File: config.mk
export PLATFORM = sky130hd
export DESIGN_NAME = rxf_frame_scan
export DESIGN_NICKNAME = d
export VERILOG_FILES = /design/src/rtl/rxf_pkg.sv /design/src/rtl/rxf_frame_scan.sv
export SDC_FILE = /design/constraint.sdc
export NUM_CORES = 1
export LEC_CHECK = 0
export BUFFER_PORTS_ARGS = -buffer_cell sky130_fd_sc_hd__buf_4
export CAP_MARGIN = 5
export CORE_MARGIN = 8
export CORE_UTILIZATION = 35
export DETAILED_ROUTE_END_ITERATION = 10
export PLACE_DENSITY = 0.88
export SYNTH_ARGS = -nofsm -noshare
export SYNTH_HDL_FRONTEND = slang
export SYNTH_SLANG_ARGS = --single-unit
File: constraint.sdc
create_clock -name vclk -period 1.6
set_input_delay 0.08 -clock vclk [all_inputs]
set_output_delay 0.08 -clock vclk [all_outputs]
set_load 0.005 [all_outputs]
File: src/rtl/rxf_pkg.sv
package rxf_pkg;

    localparam logic [7:0] SYM_COM = 8'hBC;
    localparam logic [7:0] SYM_STP = 8'hFB;
    localparam logic [7:0] SYM_SDP = 8'h5C;
    localparam logic [7:0] SYM_END = 8'hFD;
    localparam logic [7:0] SYM_EDB = 8'hFE;
    localparam logic [7:0] SYM_PAD = 8'hF7;

    // Classification of one lane symbol; exactly one field is set.
    typedef struct packed {
        logic start;    // STP or SDP
        logic stop;     // END or EDB
        logic pad;
        logic com;
        logic other_k;  // any other control symbol
        logic idle;     // data 0x00
        logic data;     // any other data byte
    } lane_cls_t;

endpackage

File: src/rtl/rxf_frame_scan.sv
// Walks the lanes of one symbol time from lane 0 upward, carrying the
// packet-open state, and flags every lane that breaks a placement rule.
module rxf_frame_scan
    import rxf_pkg::*;
#(
    parameter int LANES = 8
) (
    input  lane_cls_t              cls [LANES],
    input  logic                   open_in,
    output logic [LANES-1:0]       lane_err,
    output logic [LANES-1:0]       pld_mask,
    output logic                   open_out
);
    logic open_v;
    logic prev_stop;
    logic prev_pad;
    logic all_idle;

    always_comb begin
        all_idle = 1'b1;
        for (int i = 0; i < LANES; i++) begin
            all_idle = all_idle & cls[i].idle;
        end
    end

    always_comb begin
        open_v    = open_in;
        prev_stop = 1'b0;
        prev_pad  = 1'b0;
        lane_err  = '0;
        pld_mask  = '0;
        for (int i = 0; i < LANES; i++) begin
            if (cls[i].start) begin
                // aligned lane, closed packet, lane 0 or after an end
                if (open_v || (i % 4) != 0 || (i != 0 && !prev_stop))
                    lane_err[i] = 1'b1;
                open_v = 1'b1;
            end else if (cls[i].stop) begin
                // lane 4k+3 with an open packet
                if (!open_v || (i % 4) != 3)
                    lane_err[i] = 1'b1;
                open_v = 1'b0;
            end else if (cls[i].pad) begin
                // only as trailing filler after an end
                if (open_v || !(prev_stop || prev_pad))
                    lane_err[i] = 1'b1;
            end else if (cls[i].com) begin
                // all-lane rule is judged by the ordered set checker
                lane_err[i] = 1'b0;
            end else if (cls[i].other_k) begin
                lane_err[i] = 1'b1;
            end else if (open_v) begin
                pld_mask[i] = 1'b1;
            end else if (!(cls[i].idle && all_idle && !open_in)) begin
                lane_err[i] = 1'b1;
            end
            prev_stop = cls[i].stop;
            prev_pad  = cls[i].pad;
        end
        open_out = open_v;
    end
endmodule

# ---- Word-level counts from Yosys, hierarchy flattened
# Cells that the tools add are included.
dict set report word_totals {
  output_inout_bits 17
  ramBits 0
  elab_cells 177
  latchBits 0
  regBits 0
  mem_bits_ro 0
  in_bits 57
  memories 0
}
dict set report classes {
  n_div 0
  n_mux 130
  reduce_logical 40
  n_lt_le_gt_ge 0
  shift 0
  n_mul 0
  n_eq_ne 0
  add_sub_neg 0
  bitwise_logic 7
}
# cell count
set ops {}
lappend ops {{1-bit two-way mux} 130}
lappend ops {{1-bit logical AND} 16}
lappend ops {{1-bit logical OR} 15}
lappend ops {{1-bit zero test} 9}
lappend ops {{1-bit bitwise AND} 7}

# ---- Depth between registers and ports, before layout
# Gate-level depths: netlist (run 1).
dict set report depth {
  depth_word 20
  ltp_mapped 5
  mapped_depth_nobuf 5
}

# ---- Worst setup path before layout (run 1)
# Ideal clock, no wire load.
dict set report synth_timing {
  path_type {in2out}
  start {input port open_in}
  end {output port lane_err[7]}
  t_required_ns 1.520
  setup_slack_ns 0.192
  cell_stages 5
  arrival_time_ns 1.328
  path_buffers 0
  path_cell_list {nor2b_4 o311a_4 o41a_4 a221oi_4 a211o_1}
}
dict set report synth_between {
  elab_chain_cells 20
  elab_cells_between_ends 26
  cone_classes {mux (23); reduce/logical (3)}
}
# element line
set synth_lines {}
lappend synth_lines {{start: declaration} rxf_frame_scan.sv:9} ;# input logic open_in,
lappend synth_lines {{1-bit two-way mux} rxf_frame_scan.sv:38} ;# end else if (cls[i].stop) begin
lappend synth_lines {{1-bit two-way mux} rxf_frame_scan.sv:33} ;# if (cls[i].start) begin
lappend synth_lines {{1-bit two-way mux} rxf_frame_scan.sv:38}
lappend synth_lines {{1-bit two-way mux} rxf_frame_scan.sv:33}
lappend synth_lines {{1-bit two-way mux} rxf_frame_scan.sv:38}
lappend synth_lines {{1-bit two-way mux} rxf_frame_scan.sv:33}
lappend synth_lines {{1-bit two-way mux} rxf_frame_scan.sv:38}
lappend synth_lines {{1-bit two-way mux} rxf_frame_scan.sv:33}
lappend synth_lines {{(+4 left out)} -}
lappend synth_lines {{1-bit two-way mux} rxf_frame_scan.sv:38}
lappend synth_lines {{1-bit two-way mux} rxf_frame_scan.sv:33}
lappend synth_lines {{1-bit two-way mux} rxf_frame_scan.sv:52} ;# end else if (open_v) begin
lappend synth_lines {{1-bit two-way mux} rxf_frame_scan.sv:50} ;# end else if (cls[i].other_k) begin
lappend synth_lines {{1-bit two-way mux} rxf_frame_scan.sv:47} ;# end else if (cls[i].com) begin
lappend synth_lines {{1-bit two-way mux} rxf_frame_scan.sv:43} ;# end else if (cls[i].pad) begin
lappend synth_lines {{1-bit two-way mux *} rxf_frame_scan.sv:38}
lappend synth_lines {{1-bit two-way mux *} rxf_frame_scan.sv:33}
lappend synth_lines {{end: declaration} rxf_frame_scan.sv:10} ;# output logic [LANES-1:0] lane_err,
# Every way passes the cells marked *; elsewhere a longest branch is shown, timed or not.

# ---- Final worst setup path (run 1)
# Same ends and word-level chain as after synthesis.

==> parameters.txt, run 1 <==
Parameter                              Value

Run status
  Outcome    finished, violations left
  Failing checks    setup timing

Placement
  Count of buffers inserted at the top-level ports    66
  Final estimated routing congestion in global placement    0.760
  HPWL after detailed placement    ~2600 um
  DP Worst Slack    -0.0485 ns

Synth
  Area share of fa/ha/maj cells after synthesis    0%
  Count of warnings emitted by yosys    0
  Cells after Synth    97
  Seq/Total Area, Yosys    0%
  Portion of netlist area occupied by mux cells    1.61%
  Post-synthesis compound-gate area fraction    46.0%
  Net Count, Synth    154
  Post-synthesis share of cell area spent on xor and xnor gates    0%
  Unique cell type count in the Yosys netlist    between 40 and 50
  Average cell area after synthesis    between 6 and 7 sq um
  Dominant combinational cell family by area after synthesis    simple AND/OR/NAND/NOR gates
  Post-synthesis simple-gate area fraction    48.8%
  Cell area after technology mapping    roughly 620 sq um

GRT
  Global-route wire length before repair    4800 um
  Via count of the first global-routing pass    1196
  Antenna violations before repair    0
  Largest net degree at the start of global routing    8
  Overall global routing resource usage    between 10% and 20%
  GRT overflow    0

Final layout
  Nets    233
  Antenna Diode Count    0
  Count of flip-flops and latches    0
  Area used by sequential logic in the layout    0 sq um
  Leading cell type in the layout, fill and taps excluded    buf_4
  Share of layout cells above drive strength 1    48.3%
  Number of filler instances in the final layout    152
  Clock buf count    0
  Highest-count cells in the layout ignoring fill and taps    73 x buf_4, 13 x nor2_1, 11 x nor3_1
  Area added between synthesis and finish    99.0%

Worst setup path
  Start point of the critical path    open_in
  Crit start category    input pin
  Setup crit end kind    primary output
  CP Max Fanout    3
  Critical path required time    1.52 ns
  Endpoint arrival time on the critical path    approximately 1.5 ns
  Crit Path Class    input pin to primary output

STA
  Unrepaired setup endpoints after global routing    true
  Worst Slack Setup Final    -0.00496 ns
  Relative slew slack    71.4%
  Maximum achievable frequency    623 MHz
  Fraction of the cycle the final worst path needs    100%
  Final setup violating endpoints    1
  Slew at the pin closest to its max-slew limit    0.425 ns
  Number of hold violations in the final report    0
  Fin crit period    1.60 ns
  Final hold slack    0.408 ns
  Final Max Tran Viols    0
  Setup total negative slack    -0.00496 ns

Power
  Peak VDD IR    0.127 mV
  Pleak    0.000597 uW
  Power density over the cells    239 mW/mm^2
  Overall power consumption    295 uW

Floorplan
  I/O Pins    74
  Row Count    15
  Die height    58.1 um
  Die width    58.1 um
  Core Area    0.00169 sq mm
  Initial cell density of the core    36.7%
  Total die area    0.00338 sq mm

Drt
  DRC violation total after the first TritonRoute iteration    12
  Number of routed nets with antenna violations    0
  Routed wire length per instance    between 10 and 15 um
  Total vias in the final route    about 1100
  Sum of routed wire length over all layers    2830 um
  Remaining routing DRC violations    0
  Average via count per standard cell    5.68
  Number of optimization iterations in the first detailed-route pass    4

Hold path
  Cells on Worst Hold Path    3
  Startpoint of the worst hold path    cls[37]
  Worst min path class    input pin to primary output

Job
  Number of max-cap violations    0

Clock network
  Hold Buf Count CTS    0
final timing paths:
kind	to
setup / recovery	lane_err[7]
hold / removal	pld_mask[2]
routing by layer:
metal / GRT usage [%] / routed length (um)
met3: 3.09 / 155
met1: 17.5 / 1150
met4: 1.05 / 18
met5: 0 / 0
met2: 32.8 / 1500
power breakdown:
| part | switching (uW) | total (uW) | leakage, uW | internal [uW] |
|---|---|---|---|---|
| logic | 120 | 295 | 0.000597 | 175 |
| registers | 0 | 0 | 0 | 0 |
| clock network | 0 | 0 | 0 | 0 |
| total | 120 | 295 | 0.000597 | 175 |
final cells by class:
cell class         instances  area (sq um)  area share [%]
multi-input cells         91           598            48.4
repair buffers            77           593            48.0
well taps                 17          21.3            1.72
inverters                  6          22.5            1.82
cells by family after synthesis:
family                 after synthesis
AO/OA/AOI/OAI                       36
buffers and inverters                6
multiplexers                         1
AND/OR/NAND/NOR                     54
critical path, stage by stage:
cell,delay (ns)
buf_6,0.09
nor2b_4,0.12
o311a_4,0.32
o41a_4,0.38
a221oi_4,0.27
a211o_1,0.17
buf_4,0.10
repair_timing:
| item | CTS | global route |
|---|---|---|
| buffers inserted | 0 | 1 |
| setup endpoints to repair | 3 | 5 |
| resized for setup | 0 | 4 |
| pin swaps | 2 | 0 |
cell usage after synthesis (2+ instances only):
cell type / number / share of area (%)
or3_1: 3 / 3.0
nor2b_1: 3 / 3.0
or4_1: 2 / 2.4
a21oi_1: 6 / 4.8
nor3_1: 11 / 8.9
nand3_1: 2 / 1.6
inv_1: 6 / 3.6
nand4_1: 2 / 2.0
a211oi_1: 2 / 2.4
nor2_1: 13 / 7.9
o21ai_0: 8 / 6.5
o21bai_1: 3 / 3.6
nand2_1: 4 / 2.4
o31ai_1: 3 / 3.6
and3_1: 2 / 2.0
stage by stage:
step / std cells / utilization (%) / cell area (sq um)
3_3_place_gp: 190 / 71.8 / 1210
5_1_grt: 191 / 73.1 / 1230
3_5_place_dp: 190 / 71.8 / 1210
4_1_cts: 190 / 71.8 / 1210
2_1_floorplan: 97 / - / 621
6_report: 191 / 73.1 / 1230
Note: power is estimated with default switching activity, not from simulation.
==> run 2, diff against run 1 <==
Settings changed: CORE_MARGIN 8 to 10.
==> parameters.txt, run 2 (synthesis gave the netlist of run 1 again) <==
Parameter                              Value

GRT
  GRT overflow    0
  Via count of the first global-routing pass    roughly 1100
  Overall global routing resource usage    13.8%
  Antenna violations before repair    0
  Largest net degree at the start of global routing    8
  Global-route wire length before repair    4740 um

Worst setup path
  CP Max Fanout    3
  Setup crit end kind    primary output
  Endpoint arrival time on the critical path    1.55 ns
  Crit start category    input pin
  Critical path required time    1.52 ns
  Crit Path Class    input pin to primary output

Floorplan
  Total die area    0.00386 sq mm
  Row Count    15
  Initial cell density of the core    36.3%
  Core Area    0.00171 sq mm
  Die height    about 62 um
  I/O Pins    74
  Die width    62.1 um

Final layout
  Count of flip-flops and latches    0
  Highest-count cells in the layout ignoring fill and taps    73 x buf_4, 13 x nor2_1, 11 x nor3_1
  Clock buf count    0
  Area used by sequential logic in the layout    0 sq um
  Area added between synthesis and finish    98.8%
  Number of filler instances in the final layout    150
  Share of layout cells above drive strength 1    48.0%
  Area of all placed cells without fillers    0.00123 sq mm
  Final Non-Filler Cells    around 200
  Leading cell type in the layout, fill and taps excluded    buf_4
  Antenna Diode Count    0
  Nets    232
  Layout Utilization    approximately 72%

STA
  Final hold slack    0.412 ns
  Slew at the pin closest to its max-slew limit    roughly 0.38 ns
  Unrepaired setup endpoints after global routing    true
  Number of hold violations in the final report    0
  Worst Slack Setup Final    -0.0302 ns
  Fraction of the cycle the final worst path needs    102%
  Maximum achievable frequency    613 MHz
  Fin crit period    1.63 ns
  Final Max Tran Viols    0
  Relative slew slack    73.9%
  Final setup violating endpoints    2

Drt
  Total vias in the final route    1061
  Average via count per standard cell    ~5.4
  Number of routed nets with antenna violations    0
  Sum of routed wire length over all layers    2970 um
  Number of optimization iterations in the first detailed-route pass    4
  Routed wire length per instance    ~15 um
  Remaining routing DRC violations    0
  DRC violation total after the first TritonRoute iteration    25

Placement
  # placed instances    197
  Count of buffers inserted at the top-level ports    66
  Final estimated routing congestion in global placement    0.824
  HPWL after detailed placement    around 2700 um
  Placed cell area    0.00121 sq mm

Power
  Power density over the cells    237 mW/mm^2
  Pleak    about 0.00059 uW
  Peak VDD IR    0.110 mV

Run status
  Failing checks    setup timing
  Outcome    finished, violations left

Hold path
  Worst min path class    input pin to primary output

Job
  Number of max-cap violations    0
-- run 2: cell count changes in the layout (fill, tap and decap cells not counted) --
cell / change
buf_6: -1
-- run 2: report_power, final --
group          switching, uW  internal, uW  leakage (uW)
Clock                      0             0             0
Sequential                 0             0             0
Combinational            121           172      0.000590
Total                    121           172      0.000590
-- run 2: path summary, 6_finish.rpt --
path	startpoint	end	cells after the start
setup / recovery	open_in	open_out	7
hold / removal	cls[44]	pld_mask[1]	3
-- run 2: critical path, cell delays in order --
cell and delay, ns:
buf_6 0.09, nor2b_4 0.12, o311a_4 0.32, o41a_4 0.37
a221oi_4 0.27, o21bai_1 0.14, buf_4 0.15
-- run 2: layout make-up --
type | count | area (sq um) | share of cell area (%)
inverter | 6 | 22.5 | 1.83
tap | 25 | 31.3 | 2.54
multi-input combinational | 91 | 598 | 48.5
timing repair buffer | 76 | 582 | 47.2
-- run 2: stage by stage --
| step | power (uW) | worst slack (ns) | TNS, ns |
|---|---|---|---|
| after floorplan | 99.3 | 0.192 | 0 |
| after global placement | 277 | -0.0313 | -0.0313 |
| after detailed placement | 287 | -0.0596 | -0.132 |
| after CTS | 289 | -0.0324 | -0.0461 |
| after global routing | 320 | -0.0724 | -0.161 |
| final | 292 | -0.0302 | -0.0511 |
-- run 2: what timing repair did --
action,in CTS,in global routing
setup endpoints to repair,4,3
pin swaps,2,1
hold buffers,0,0
gates resized for setup,1,2
setup buffers,0,1
endpoints found under the hold margin,0,0
-- run 2: layer usage --
metal	part of all wire (%)	vias to the layer above	global-route usage, %
li1	-	540	-
met5	0	-	0
met3	5.9	0	2.51
met1	39	481	13.7
met2	55	40	29.5
met4	0	0	0
==> run 3, diff against run 2 <==
--- a/config.mk
+++ b/config.mk
@@ -11,6 +11,8 @@
 export CORE_UTILIZATION = 35
 export DETAILED_ROUTE_END_ITERATION = 10
+export GPL_ROUTABILITY_DRIVEN = 0
 export PLACE_DENSITY = 0.88
 export SYNTH_ARGS = -nofsm -noshare
 export SYNTH_HDL_FRONTEND = slang
 export SYNTH_SLANG_ARGS = --single-unit
+export TNS_END_PERCENT = 20
==> constraint.sdc (replaced) <==
create_clock -name vclk -period 1.6
set_input_delay 0.48 -clock vclk [all_inputs]
set_output_delay 0.48 -clock vclk [all_outputs]
set_load 0.005 [all_outputs]
==> parameters.txt, run 3 (synthesis gave the netlist of run 1 again) <==
Parameter                              Value

Run status
  Outcome    finished, violations left
  Failing checks    setup timing

Power
  Peak VDD IR    0.199 mV
  Sequential share of power    0%
  Combinational power share    100.0%
  Power density over the cells    261 mW/mm^2
  Internal power contribution    225 uW
  Clock power share    0%
  Pleak    ~0.00073 uW
  Net Sw Frac    43.9%
  Switching power summed over all nets    between 150 and 200 uW

Final layout
  Area used by sequential logic in the layout    0 sq um
  Area added between synthesis and finish    147%
  Highest-count cells in the layout ignoring fill and taps    93 x buf_4, 13 x nor2_1, 7 x buf_6
  Nets    256
  Count of flip-flops and latches    0
  Leading cell type in the layout, fill and taps excluded    buf_4
  Antenna Diode Count    0
  Number of filler instances in the final layout    87
  Layout Utilization    89.8%
  Clock buf count    0
  Share of layout cells above drive strength 1    62.9%

Job
  Number of max-cap violations    0

Floorplan
  I/O Pins    between 70 and 80
  Initial cell density of the core    36.3%
  Row Count    15
  Total die area    a little under 0.004 sq mm
  Die width    62.1 um
  Core Area    0.00171 sq mm
  Die height    62.1 um

Drt
  Sum of routed wire length over all layers    4560 um
  DRC violation total after the first TritonRoute iteration    86
  Routed wire length per instance    just over 20 um
  Remaining routing DRC violations    0
  Number of routed nets with antenna violations    0
  Total vias in the final route    1316
  Number of optimization iterations in the first detailed-route pass    4
  Average via count per standard cell    5.93

Placement
  HPWL after detailed placement    3160 um
  DP Worst Slack    -0.877 ns
  Count of buffers inserted at the top-level ports    66

Worst setup path
  Crit Path Class    input pin to primary output
  Endpoint arrival time on the critical path    1.98 ns
  Start point of the critical path    open_in
  Setup crit end kind    primary output
  CP Max Fanout    3
  Critical path required time    1.12 ns
  Crit start category    input pin

STA
  Slew at the pin closest to its max-slew limit    roughly 0.5 ns
  Maximum achievable frequency    406 MHz
  Relative slew slack    just under 70%
  Final Max Tran Viols    0
  Fraction of the cycle the final worst path needs    154%
  Unrepaired setup endpoints after global routing    true
  Worst Slack Setup Final    -0.864 ns
  Fin crit period    2.46 ns
  Number of hold violations in the final report    0
  Final setup violating endpoints    17

Clock network
  Hold Buf Count CTS    0

GRT
  Global-route wire length before repair    6290 um
  Antenna violations before repair    0
  Largest net degree at the start of global routing    8
  Via count of the first global-routing pass    1338
  GRT overflow    0
  Overall global routing resource usage    18.5%

Hold path
  Worst min path class    input pin to primary output
  Startpoint of the worst hold path    cls[37]
[run 3: cell types whose count changed in the layout (fill, tap and decap cells not counted), sizes merged]
cell and change:
buf +24
[run 3: layer usage]
metal  share of wire, %  vias up  GRT usage (%)
met5                  0        -              0
met2                 51      112           37.2
li1                   -      584              -
met4                5.7        0           7.14
met3                8.0       26           2.69
met1                 35      594           18.2
[run 3: power by group through the flow]
stage | clock (uW) | sequential, uW | combinational, uW
floorplan | 0 | 0 | 99.4
global placement | 0 | 0 | 316
detailed placement | 0 | 0 | 333
CTS | 0 | 0 | 363
global route | 0 | 0 | 424
finish | 0 | 0 | 400
[run 3: stage by stage]
stage / area, sq um / std cells / TNS, ns / power (uW) / hold WS (ns)
floorplan: 621 / 97 / -4.41 / 99.4 / 0.993
global placement: 1380 / 219 / -10.30 / 316 / 1.21
detailed placement: 1380 / 219 / -10.95 / 333 / 1.21
CTS: 1490 / 220 / -10.05 / 363 / 1.21
global route: 1530 / 222 / -11.54 / 424 / 1.23
finish: 1530 / 222 / -10.71 / 400 / 1.21
[run 3: final timing paths]
path                 endpoint  slack [ns]  cells past startpoint
setup / recovery  lane_err[7]       -0.86                      7
hold / removal    pld_mask[2]        1.21                      3
[run 3: what timing repair did]
| action | 4_1_cts | 5_1_grt |
|---|---|---|
| setup buffers | 1 | 2 |
| pin swaps | 4 | 6 |
| endpoints found under the setup margin | 17 | 17 |
| resized for setup | 23 | 9 |
[run 3: final cells by class]
cell class / instances / area [sq um] / share of cell area, %
multi-input cells: 91 / 703 / 45.8
inverters: 6 / 22.5 / 1.47
repair buffers: 100 / 777 / 50.7
well taps: 25 / 31.3 / 2.04
[run 3: critical path, stage by stage]
cell	delay, ns
buf_6	0.09
nor2b_4	0.12
o311a_4	0.31
o41a_4	0.39
a221oi_4	0.28
a211o_1	0.20
buf_6	0.10
